### src/rtl/priv_exc_pkg.sv
package priv_exc_pkg;

    localparam int MODE_W  = 2;
    localparam int CAUSE_W = 3;
    localparam int N_SRC   = 7;
    localparam int N_ASYNC = 2;
    localparam int IDX_W   = $clog2(N_SRC);
    // arbitration slot of the first asynchronous source
    localparam int ASYNC_BASE = N_SRC - N_ASYNC;
    localparam int DBG_SLOT   = 3;

    typedef enum logic [MODE_W-1:0] {
        MODE_USER  = 2'd0,
        MODE_SUPER = 2'd1,
        MODE_FAULT = 2'd2
    } mode_e;

    // arbitration slot (0 = highest priority) to reported cause
    function automatic logic [CAUSE_W-1:0] slot_cause(input logic [IDX_W-1:0] slot);
        case (slot)
            3'd0:    slot_cause = 3'd2; // data fault
            3'd1:    slot_cause = 3'd3; // privilege violation
            3'd2:    slot_cause = 3'd1; // supervisor call
            3'd3:    slot_cause = 3'd4; // debug
            3'd4:    slot_cause = 3'd5; // timer tick
            3'd5:    slot_cause = 3'd6; // console
            default: slot_cause = 3'd7; // I/O
        endcase
    endfunction

    typedef struct packed {
        mode_e               mode;
        mode_e               sup_save;
        mode_e               flt_save;
        logic                dbg_entry;
        logic                halt;
        logic                taken;
        logic [CAUSE_W-1:0]  cause;
    } ctrl_state_t;

endpackage

### src/rtl/pexc_async_hold.sv
module pexc_async_hold #(
    parameter int N = 2
) (
    input  logic         clk,
    input  logic         rst_n,
    input  logic [N-1:0] req_i,
    input  logic [N-1:0] clr_i,
    output logic [N-1:0] pend_o
);
    logic [N-1:0] pend_d, pend_q;

    always_comb begin
        pend_o = pend_q | req_i;
        pend_d = pend_o & ~clr_i;
    end

    always_ff @(posedge clk or negedge rst_n) begin
        if (!rst_n) pend_q <= '0;
        else        pend_q <= pend_d;
    end
endmodule

### src/rtl/pexc_prio_pick.sv
module pexc_prio_pick #(
    parameter int N     = 7,
    parameter int IDX_W = $clog2(N)
) (
    input  logic [N-1:0]     req_i,
    output logic             any_o,
    output logic [IDX_W-1:0] idx_o
);
    always_comb begin
        any_o = 1'b0;
        idx_o = '0;
        for (int i = 0; i < N; i++) begin
            if (req_i[i] && !any_o) begin
                any_o = 1'b1;
                idx_o = IDX_W'(i);
            end
        end
    end
endmodule

### src/rtl/priv_exc_ctrl.sv
module priv_exc_ctrl
    import priv_exc_pkg::*;
(
    input  logic               clk,
    input  logic               rst_n,
    input  logic               svc_req,
    input  logic               dfault_req,
    input  logic               tick_req,
    input  logic               dbg_req,
    input  logic               console_req,
    input  logic               io_req,
    input  logic               eret_i,
    input  logic               priv_op_i,
    output logic [MODE_W-1:0]  mode_o,
    output logic               privileged_o,
    output logic               exc_taken_o,
    output logic [CAUSE_W-1:0] cause_o,
    output logic               halt_o
);
    ctrl_state_t         st_d, st_q;
    logic [N_ASYNC-1:0]  async_pend, async_clr;
    logic [N_SRC-1:0]    src_vec;
    logic                viol, pick_any;
    logic [IDX_W-1:0]    pick_idx;

    pexc_async_hold #(.N(N_ASYNC)) u_hold (
        .clk    (clk),
        .rst_n  (rst_n),
        .req_i  ({io_req, console_req}),
        .clr_i  (async_clr),
        .pend_o (async_pend)
    );

    assign viol    = (priv_op_i | eret_i) & (st_q.mode == MODE_USER);
    assign src_vec = {async_pend, tick_req, dbg_req, svc_req, viol, dfault_req};

    pexc_prio_pick #(.N(N_SRC), .IDX_W(IDX_W)) u_pick (
        .req_i (src_vec),
        .any_o (pick_any),
        .idx_o (pick_idx)
    );

    always_comb begin
        st_d       = st_q;
        st_d.taken = 1'b0;
        st_d.cause = '0;
        async_clr  = '0;
        if (!st_q.halt) begin
            if (pick_any) begin
                st_d.taken = 1'b1;
                st_d.cause = slot_cause(pick_idx);
                for (int k = 0; k < N_ASYNC; k++) begin
                    async_clr[k] = (int'(pick_idx) == ASYNC_BASE + k);
                end
                case (st_q.mode)
                    MODE_USER: begin
                        st_d.mode     = MODE_SUPER;
                        st_d.sup_save = MODE_USER;
                    end
                    MODE_SUPER: begin
                        st_d.mode      = MODE_FAULT;
                        st_d.flt_save  = MODE_SUPER;
                        st_d.dbg_entry = (int'(pick_idx) == DBG_SLOT);
                    end
                    default: st_d.halt = 1'b1;
                endcase
            end else if (eret_i) begin
                case (st_q.mode)
                    MODE_SUPER: st_d.mode = st_q.sup_save;
                    MODE_FAULT: begin
                        if (st_q.dbg_entry) st_d.mode = st_q.flt_save;
                        else                st_d.halt = 1'b1;
                        st_d.dbg_entry = 1'b0;
                    end
                    default: ;
                endcase
            end
        end
    end

    always_ff @(posedge clk or negedge rst_n) begin
        if (!rst_n) begin
            st_q <= '{mode: MODE_SUPER, sup_save: MODE_USER, flt_save: MODE_SUPER,
                      dbg_entry: 1'b0, halt: 1'b0, taken: 1'b0, cause: '0};
        end else begin
            st_q <= st_d;
        end
    end

    assign mode_o       = st_q.mode;
    assign privileged_o = (st_q.mode != MODE_USER);
    assign exc_taken_o  = st_q.taken;
    assign cause_o      = st_q.cause;
    assign halt_o       = st_q.halt;
endmodule

### config.mk
export PLATFORM = sky130hd
export DESIGN_NAME = priv_exc_ctrl
export DESIGN_NICKNAME = d
export VERILOG_FILES = /design/src/rtl/priv_exc_pkg.sv /design/src/rtl/pexc_async_hold.sv /design/src/rtl/pexc_prio_pick.sv /design/src/rtl/priv_exc_ctrl.sv
export SDC_FILE = /design/constraint.sdc
export NUM_CORES = 1
export LEC_CHECK = 0
export BUFFER_PORTS_ARGS = -buffer_cell sky130_fd_sc_hd__buf_2
export CELL_PAD_IN_SITES_DETAIL_PLACEMENT = 0
export CELL_PAD_IN_SITES_GLOBAL_PLACEMENT = 1
export CORE_MARGIN = 4
export CORE_UTILIZATION = 30
export DETAILED_ROUTE_END_ITERATION = 8
export PLACE_DENSITY_LB_ADDON = 0.1
export SYNTH_ARGS = -nofsm -noshare
export SYNTH_HDL_FRONTEND = slang
export SYNTH_SLANG_ARGS = --single-unit
### constraint.sdc
create_clock -name clk -period 1.95 [get_ports clk]
set_input_delay 0.2925 -clock clk [delete_from_list [all_inputs] [get_ports clk]]
set_output_delay 0.2925 -clock clk [all_outputs]
set_load 0.03 [all_outputs]
==> flow_summary.toml, run 1 <==
[pwr]
p_leak_nw = 0.315
p_int_uw = 301
power.share.clock_pct = 37.5
powerDensity_nw_per_um2 = 554
p_switching_uw = 89.9
power_frac_seq_pct = 53.5
power_frac_comb_pct = 9.0
irDropWorstVdd_mv = 0.270
p_sw_share_pct = 23.0

[clock_network]
postCtsSetupBuffers = 0
clk_pin_slew_ns = 0.07
clk_latency_ns = 0.26
numCtsBuffers = 3
cts_tree = "yes"
root_buffer = "clkbuf_4"
clock-sinks = 10
htreeDepth = 1
clk_path_buf_depth = 2

[die]
start_util_pct = 32.7
rows = 15
fp.dieW_um = 52.1
die_area_sq_um = 2710
core-area_sq_um = 1780
io_pins = 18
die_y_um = 52.1

[worst_setup_path]
crit_chain = "nor2_1 > a2111o_1 > o41ai_2 > o21ai_1"
crit_family = "compound AO/OA/AOI/OAI gates"
startpoint_type = "flop"
critPathRequiredTime_ns = 2.08
critPathBufInv = 0
cp_max_fo = 7
arrival_ns = 1.78
slowest_stage = "dfstp_2"
slowest_delay_ns = 0.59
worstSetupPathType = "reg2reg"
cp-end-kind = "flop"

[placement]
post-place-ws_ns = 0.290
dpl.hpwl_um = 1080
port-buffer-count = 17
placed_area_sq_um = 669
gp_congestion = 0.760

[synth]
synth_top_family_by_area = "compound AO/OA/AOI/OAI gates"
synthTopCellsByCount = "dfrtp_1, inv_1, buf_4, nor2_1, a21oi_1"
yosysSeqAreaShare_pct = 43.1
synth_top_area_share_pct = 38.6
avgSynthCellArea_sq_um = 9.72
synth_fa_ha_area_share_pct = 0
synthesis.nets = 70
synth_compound_area_share_pct = 24.5
async_flop_share_pct = 100
synth_cell_types = 29
synth_edf_count = 0
netlist_area_sq_um = 583
yosys_most_used_dff = "dfrtp_1"
synth_cells = 60
ys_warn_count = 0
synth.area.mux_share_pct = 1.72
yosys.area_share.xor_xnor_pct = 0
synth.most_common_cell = "dfrtp_1"
synth-seq-cells = 10
synthTopCellsByArea = "dfrtp_1, buf_4, dfstp_2, nor4_2, inv_1"
synth-simple-area-share_pct = 20.4
yosysTopAreaCell = "dfrtp_1"

[cells_and_area]
design_area_sq_um = 706
utilization_pct = 39.6
drive_gt1_share_pct = 37.2
diodes = 0
nets = 89
syn_to_final_growth_pct = 21.0

[drt]
vias = 525
dr.pass1.iters = 4
remaining_drc_errors = 0
wl_um = 1310
viasPerCell = 5.10
drtIter0Drc = 12
wl_per_cell_um = 12.7
ant_nets = 0

[global_route]
antenna_found_initial = 0
grt_max_degree = 11
grt_pass1_wl_um = 2340
use_met1_pct = 16.0
busiest_layer = "met2"
grt_use_total_pct = 11.7
met2_usage_pct = 16.5
grt_pass1_vias = 529
grt_overflow = 0
use_met3_pct = 2.87

[sta]
final_max_slew_viol_count = 0
finalHoldViolCount = 0
worstMarginPinSlew_ns = 0.388
tns_ns = 0
slew_headroom_pct = 74.0
fmax_mhz = 606
setup_slack_ns = 0.299
layout_worst_path_cycle_share_pct = 84.7
finalClockSkew_ns = 0.0114
finalSetupViolCount = 0
grt_setup_unrepaired = "no"
layout_min_cycle_time_ns = 1.65

[job]
max-cap-violations = 0

[worst_hold_path]
hold_path.class = "in2reg"

[outcome]
status = "complete, no violations"
kinds of logic (layout without fill, tap and decap cells):
logic type             after synthesis  in the layout
AOI/OAI and AO/OA                   19             19
and+or+nand+nor                     19             19
buffers and inverters               11             29
DFF                                 10             10
muxes                                1              1
what timing repair did:
| action | 4_1_cts | 5_1_grt |
|---|---|---|
| hold buffers | 1 | 0 |
| resized for setup | 0 | 0 |
| hold endpoints to repair | 9 | 0 |
stage by stage:
stage / power, mW / cells / hold WS [ns]
2_1_floorplan: 0.224 / 60 / -0.00309
3_3_place_gp: 0.247 / 98 / 0.165
3_5_place_dp: 0.247 / 98 / 0.171
4_1_cts: 0.394 / 103 / 0.285
5_1_grt: 0.411 / 103 / 0.304
6_report: 0.391 / 103 / 0.291
flip-flops by register name (all words and copies together) (netlist names):
name and cells:
st_q 1, u_hold.pend_q 2, halt_o 1, cause_o 3
exc_taken_o 1, mode_o 2
layout make-up:
cell class              count  area [sq um]
inverters                   6          22.5
clock buffers               4          26.3
repair buffers             19           103
well taps                  25          31.3
multi-input cells          39           272
fillers                   198          1080
flip-flops and latches     10           251
power groups by stage:
| stage | Clock (mW) | Combinational, mW | Sequential [mW] |
|---|---|---|---|
| 2_1_floorplan | 0 | 0.0113 | 0.213 |
| 3_3_place_gp | 0 | 0.0340 | 0.213 |
| 3_5_place_dp | 0 | 0.0339 | 0.213 |
| 4_1_cts | 0.150 | 0.0353 | 0.209 |
| 5_1_grt | 0.163 | 0.0397 | 0.209 |
| 6_report | 0.147 | 0.0352 | 0.209 |
placed cells by master, fill, tap and decap left out, types with 2 or more instances in the layout:
cell type | Yosys | layout
nor3_1 | 3 | 3
a31oi_1 | 2 | 2
inv_1 | 6 | 6
o21ai_0 | 2 | 2
a21oi_1 | 4 | 4
nor4_2 | 2 | 2
buf_2 | 0 | 17
nor2_1 | 5 | 5
dfrtp_1 | 9 | 9
nand3_1 | 3 | 3
clkbuf_4 | 0 | 3
final timing paths:
path                       startpoint               end  slack [ns]  depth (start not counted)
setup / recovery            mode_o[0]         mode_o[1]        0.30                          4
hold / removal             dfault_req        cause_o[0]        0.29                          2
setup reg to reg            mode_o[0]         mode_o[1]        0.30                          4
hold reg to reg                halt_o        cause_o[0]        0.55                          1
max in group asynchronous       rst_n         mode_o[0]        1.26                          2
min in group asynchronous       rst_n  u_hold.pend_q[0]        0.42                          2
per-layer routing:
metal	share of wire [%]	up-vias
met5	0	-
met4	1.8	0
met3	6.2	2
met2	40	23
met1	52	241
li1	-	259
Power figures use the tool's default switching activity.
==> inputs of run 2 (changes only) <==
ABC_AREA = 1   (was default)
clock period = 1.5 ns   (was 1.95 ns; I/O delays follow)
==> run 2 against run 1 <==
  * Setup slack got worse by 0.30 ns
  * Worst hold slack got worse by 0.041 ns
  * Register-to-register slack got worse by 0.30 ns
  * Core utilization rose by 1.7 points
  * First-iteration DRC count fell by 92%
  * Cell count rose by 28%
  * Sequential power rose by 43%
  * Via count rose by 6.9%
  * Sequential share of layout area fell by 6.1 points
  * Combinational power rose to 7.0 times the previous value
  * Clock power rose by 69%
  * Largest power group unchanged
==> flow_summary.toml, run 2 <==
[synth]
synth_cell_types = 24
synthesis.nets = 96
synthTopCellsByArea = "dfrtp_1, nand2_1, inv_1, buf_4, nor2_4"
yosysTopAreaCell = "dfrtp_1"
yosysSeqAreaShare_pct = 36.9
synth.most_common_cell = "nand2_1"
ys_warn_count = 0
synth_cells = 86
synth-seq-cells = 10
synth_top_area_share_pct = 33.1
synthTopCellsByCount = "nand2_1, inv_1, dfrtp_1"
netlist_area_sq_um = 681
synth_edf_count = 0
yosys_most_used_dff = "dfrtp_1"
async_flop_share_pct = 100
avgSynthCellArea_sq_um = 7.91

[clock_network]
cts_tree = "yes"
clk_path_buf_depth = 2
htreeDepth = 1
numCtsBuffers = 3
clk_pin_slew_ns = 0.08
clk_latency_ns = 0.27
root_buffer = "clkbuf_4"
clock-sinks = 10

[global_route]
grt_use_total_pct = 10.1
grt_pass1_wl_um = 2420
grt_pass1_vias = 527
antenna_found_initial = 0
grt_max_degree = 11
grt_overflow = 0

[die]
start_util_pct = 33.0
die_y_um = 55.6
rows = 16
io_pins = 18
die_area_sq_um = 3090
core-area_sq_um = 2060
fp.dieW_um = 55.6

[cells_and_area]
nets = 116
utilization_pct = 41.3
multi_input_area_sq_um = 357
drive_gt1_share_pct = 43.8
diodes = 0
largest_reg_flops = 3
mostFrequentLayoutCell = "buf_2"
mostFrequentLayoutCells = "buf_2, nand2_1, inv_1"
nFillCells = 220
regArea_sq_um = 251
design_area_sq_um = 852
syn_to_final_growth_pct = 25.2

[sta]
final_max_slew_viol_count = 0
finalHoldViolCount = 0
finalSetupViolCount = 0
layout_worst_path_cycle_share_pct = 99.9
holdWs_ns = 0.250
slew_headroom_pct = 80.5
finalClockSkew_ns = 0.0130
worstMarginPinSlew_ns = 0.292
fmax_mhz = 667
layout_min_cycle_time_ns = 1.50
grt_setup_unrepaired = "yes"

[drt]
drtIter0Drc = 1
viasPerCell = 4.25
vias = 561
wl_per_cell_um = 10.6
ant_nets = 0
dr.pass1.iters = 3
remaining_drc_errors = 0
wl_um = 1400

[worst_setup_path]
crit_chain = "nor2_2 > nand2_4 > nand4_4 > nor2_8 > a21oi_2 > nor2_4 > nand2_2 > nand2_1 > nand2_1"
arrival_ns = 1.65
cp_max_fo = 7
slowest_stage = "dfstp_2"
worstSetupPathType = "reg2reg"
cp-end-kind = "flop"
reg2reg_depth = 9
critPathRequiredTime_ns = 1.65
slowest_delay_ns = 0.54
r2r_end = "mode_o[1]"
crit_path_frequent_cell = "nand2_1"
startpoint_type = "flop"
rrSetupSlack_ns = 0.0009
reg2reg_from = "mode_o[0]"

[pwr]
irDropWorstVdd_mv = 0.596
p_leak_nw = 0.466
powerDensity_nw_per_um2 = 934
finalPower_uw = 796

[placement]
dpl.hpwl_um = 1110
gp_congestion = 0.834
port-buffer-count = 17
placed_area_sq_um = 769

[outcome]
status = "complete, no violations"

[worst_hold_path]
hold_depth = 3
hp-start = "eret_i"
hold_path.class = "in2reg"
hold_end = "halt_o"

[job]
max-cap-violations = 0
-- run 2: worst max path at each step --
stage	startpoint	depth (start not counted)	end
4_1_cts	mode_o[0]	9	mode_o[1]
2_1_floorplan	mode_o[0]	9	mode_o[1]
5_1_grt	mode_o[0]	10	mode_o[0]
6_report	mode_o[0]	9	mode_o[1]
3_3_place_gp	mode_o[0]	10	mode_o[0]
3_5_place_dp	mode_o[0]	9	mode_o[1]
-- run 2: power by group --
part | switching (mW) | internal, mW
Sequential | 0.0119 | 0.287
Combinational | 0.166 | 0.0826
Clock | 0.102 | 0.147
-- run 2: through the flow --
stage	instances	setup slack, ns	setup TNS [ns]
after floorplan	86	0.0721	0
after global placement	126	0.0526	0
after detailed placement	126	0.0278	0
after CTS	131	0.00329	0
after global routing	132	-0.0639	-0.248
final	132	0.000944	0
-- run 2: critical path, delay by kind of cell, from the launching register on --
family,cells,cell delay [ns]
and+or+nand+nor,8,0.72
AOI/OAI and AO/OA,1,0.10
DFF,1,0.54
-- run 2: cell families after synthesis --
kind of cell | after synthesis | synth area share (%)
and+or+nand+nor | 42 | 37.7
buffers and inverters | 22 | 14.9
AOI/OAI and AO/OA | 11 | 9.19
DFF | 10 | 36.9
xor gates and xnor gates | 1 | 1.29
-- run 2: per-layer routing --
layer,wire [um],track usage [%]
met5,0,0
met4,12,3.13
met1,719,14.0
met3,87,3.94
met2,577,14.2
-- run 2: repair_timing --
item | CTS | global route
setup buffers | 0 | 1
endpoints found under the setup margin | 0 | 4
hold endpoints to repair | 9 | 0
hold buffers | 1 | 0
resized for setup | 0 | 7
-- run 2: area by class of cell --
cell class	instances	area share, %
multi-input cells	54	41.9
flip-flops and latches	10	29.5
repair buffers	20	12.9
inverters	17	7.49
clock buffers	4	4.26
well taps	27	3.96
==> inputs of run 3 (changes only) <==
CORE_ASPECT_RATIO = 0.9   (was default)
PLACE_DENSITY = 0.65   (was default)
PLACE_DENSITY_LB_ADDON = default   (was 0.1)
==> run 3 against run 2 <==
  * Total power shrank 0.47%
  * Die area about the same
  * Setup slack better by 0.013 ns
  * Via count is 5.5% higher
  * Clock skew is 0.0023 ns lower
  * First-iteration DRC count rose to 18 times the previous value
  * Global-route usage grew 1.0 points
  * Routed wire length is 5.1% higher
  * Core utilization down 2.5 points
  * Critical path type unchanged
  * Largest power group unchanged
==> flow_summary.toml, run 3 (synthesis results as in run 2) <==
[cells_and_area]
regArea_sq_um = 251
utilization_pct = 38.8
diodes = 0
nFillCells = 234
syn_to_final_growth_pct = 23.3
mostFrequentLayoutCell = "buf_2"
largest_reg_flops = 3
drive_gt1_share_pct = 43.4
multi_input_area_sq_um = 337
nets = 117
mostFrequentLayoutCells = "buf_2, inv_1, nand2_1"
final_cells = 133

[placement]
place_inst = 127
port-buffer-count = 17
gp_congestion = 0.791
dpl.hpwl_um = 1190
post-place-ws_ns = 0.0259

[sta]
finalSetupViolCount = 0
tns_ns = 0
worstMarginPinSlew_ns = 0.348
finalHoldViolCount = 0
layout_worst_path_cycle_share_pct = 99.0
fmax_mhz = 673
final_max_slew_viol_count = 0
setup_slack_ns = 0.0144
finalClockSkew_ns = 0.0107
slew_headroom_pct = 76.6
grt_setup_unrepaired = "yes"
layout_min_cycle_time_ns = 1.49

[die]
die_y_um = 53.2
core-area_sq_um = 2160
io_pins = 18
rows = 16
die_area_sq_um = 3100
start_util_pct = 31.5
fp.dieW_um = 58.2

[worst_setup_path]
startpoint_type = "flop"
critPathRequiredTime_ns = 1.66
worstSetupPathType = "reg2reg"
arrival_ns = 1.64
cp-end-kind = "flop"
slowest_stage = "dfstp_2"
slowest_delay_ns = 0.54
cp_max_fo = 7
crit_path_frequent_cell = "nand2_1"
crit_chain = "nor2_2 > nand2_4 > nand4_4 > nor2_8 > a21oi_2 > nor2_4 > nand2_2 > nand2_1 > nand2_1"

[clock_network]
root_buffer = "clkbuf_4"
clock-sinks = 10
clk_latency_ns = 0.27
numCtsBuffers = 3
cts_tree = "yes"
clk_path_buf_depth = 2
htreeDepth = 1
clk_pin_slew_ns = 0.08

[global_route]
busiest_layer = "met2"
antenna_found_initial = 0
grt_overflow = 0
met2_usage_pct = 16.5
use_met1_pct = 14.7
grt_max_degree = 11
use_met3_pct = 1.95
grt_pass1_wl_um = 2490
grt_pass1_vias = 575
grt_use_total_pct = 11.1

[drt]
drtIter0Drc = 18
remaining_drc_errors = 0
ant_nets = 0
viasPerCell = 4.45
vias = 592
dr.pass1.iters = 4
wl_per_cell_um = 11.0
wl_um = 1470

[outcome]
status = "complete, no violations"

[pwr]
p_leak_nw = 0.457
finalPower_uw = 792
powerDensity_nw_per_um2 = 944
irDropWorstVdd_mv = 0.467

[worst_hold_path]
hold_path.class = "in2reg"

[job]
max-cap-violations = 0
run 3: stage by stage:
step | area [sq um] | hold slack, ns
after floorplan | 681 | -0.0706
after global placement | 777 | 0.108
after detailed placement | 777 | 0.106
after CTS | 823 | 0.247
after global routing | 840 | 0.242
final | 840 | 0.242
run 3: final timing paths:
kind	start	to	slack [ns]	depth (start not counted)
worst max-delay path	mode_o[0]	mode_o[1]	0.01	9
max in group asynchronous	rst_n	mode_o[0]	0.89	2
worst min register to register	st_q[5]	st_q[5]	0.49	2
worst min-delay path	eret_i	halt_o	0.24	3
worst max register to register	mode_o[0]	mode_o[1]	0.01	9
min in group asynchronous	rst_n	cause_o[1]	0.35	2
run 3: routing by layer:
metal | part of all wire [%] | routed length [um]
met5 | 0 | 0
met1 | 46 | 678
met4 | 0 | 0
met3 | 5.9 | 87
met2 | 48 | 701
run 3: layout make-up:
cell class,instances,area share [%]
clock buffers,4,4.32
inverters,17,7.60
multi-input cells,54,40.1
flip-flops and latches,10,30.0
well taps,27,4.02
repair buffers,21,14.0
run 3: worst max-delay path: cells and delay by family (launching register included):
kind,cells,cell delay (ns)
flip-flops,1,0.54
AND/OR/NAND/NOR,8,0.72
AO/OA/AOI/OAI,1,0.10
run 3: timing repair:
| action | CTS | global route |
|---|---|---|
| setup endpoints to repair | 0 | 3 |
| hold endpoints to repair | 9 | 0 |
| buffers inserted | 0 | 1 |
| resized for setup | 0 | 3 |
| hold buffers | 1 | 0 |
run 3: where the power goes:
| part | switching [mW] | internal, mW | total, mW |
|---|---|---|---|
| registers | 0.0113 | 0.287 | 0.298 |
| clock network | 0.0998 | 0.147 | 0.247 |
| logic | 0.165 | 0.0822 | 0.247 |
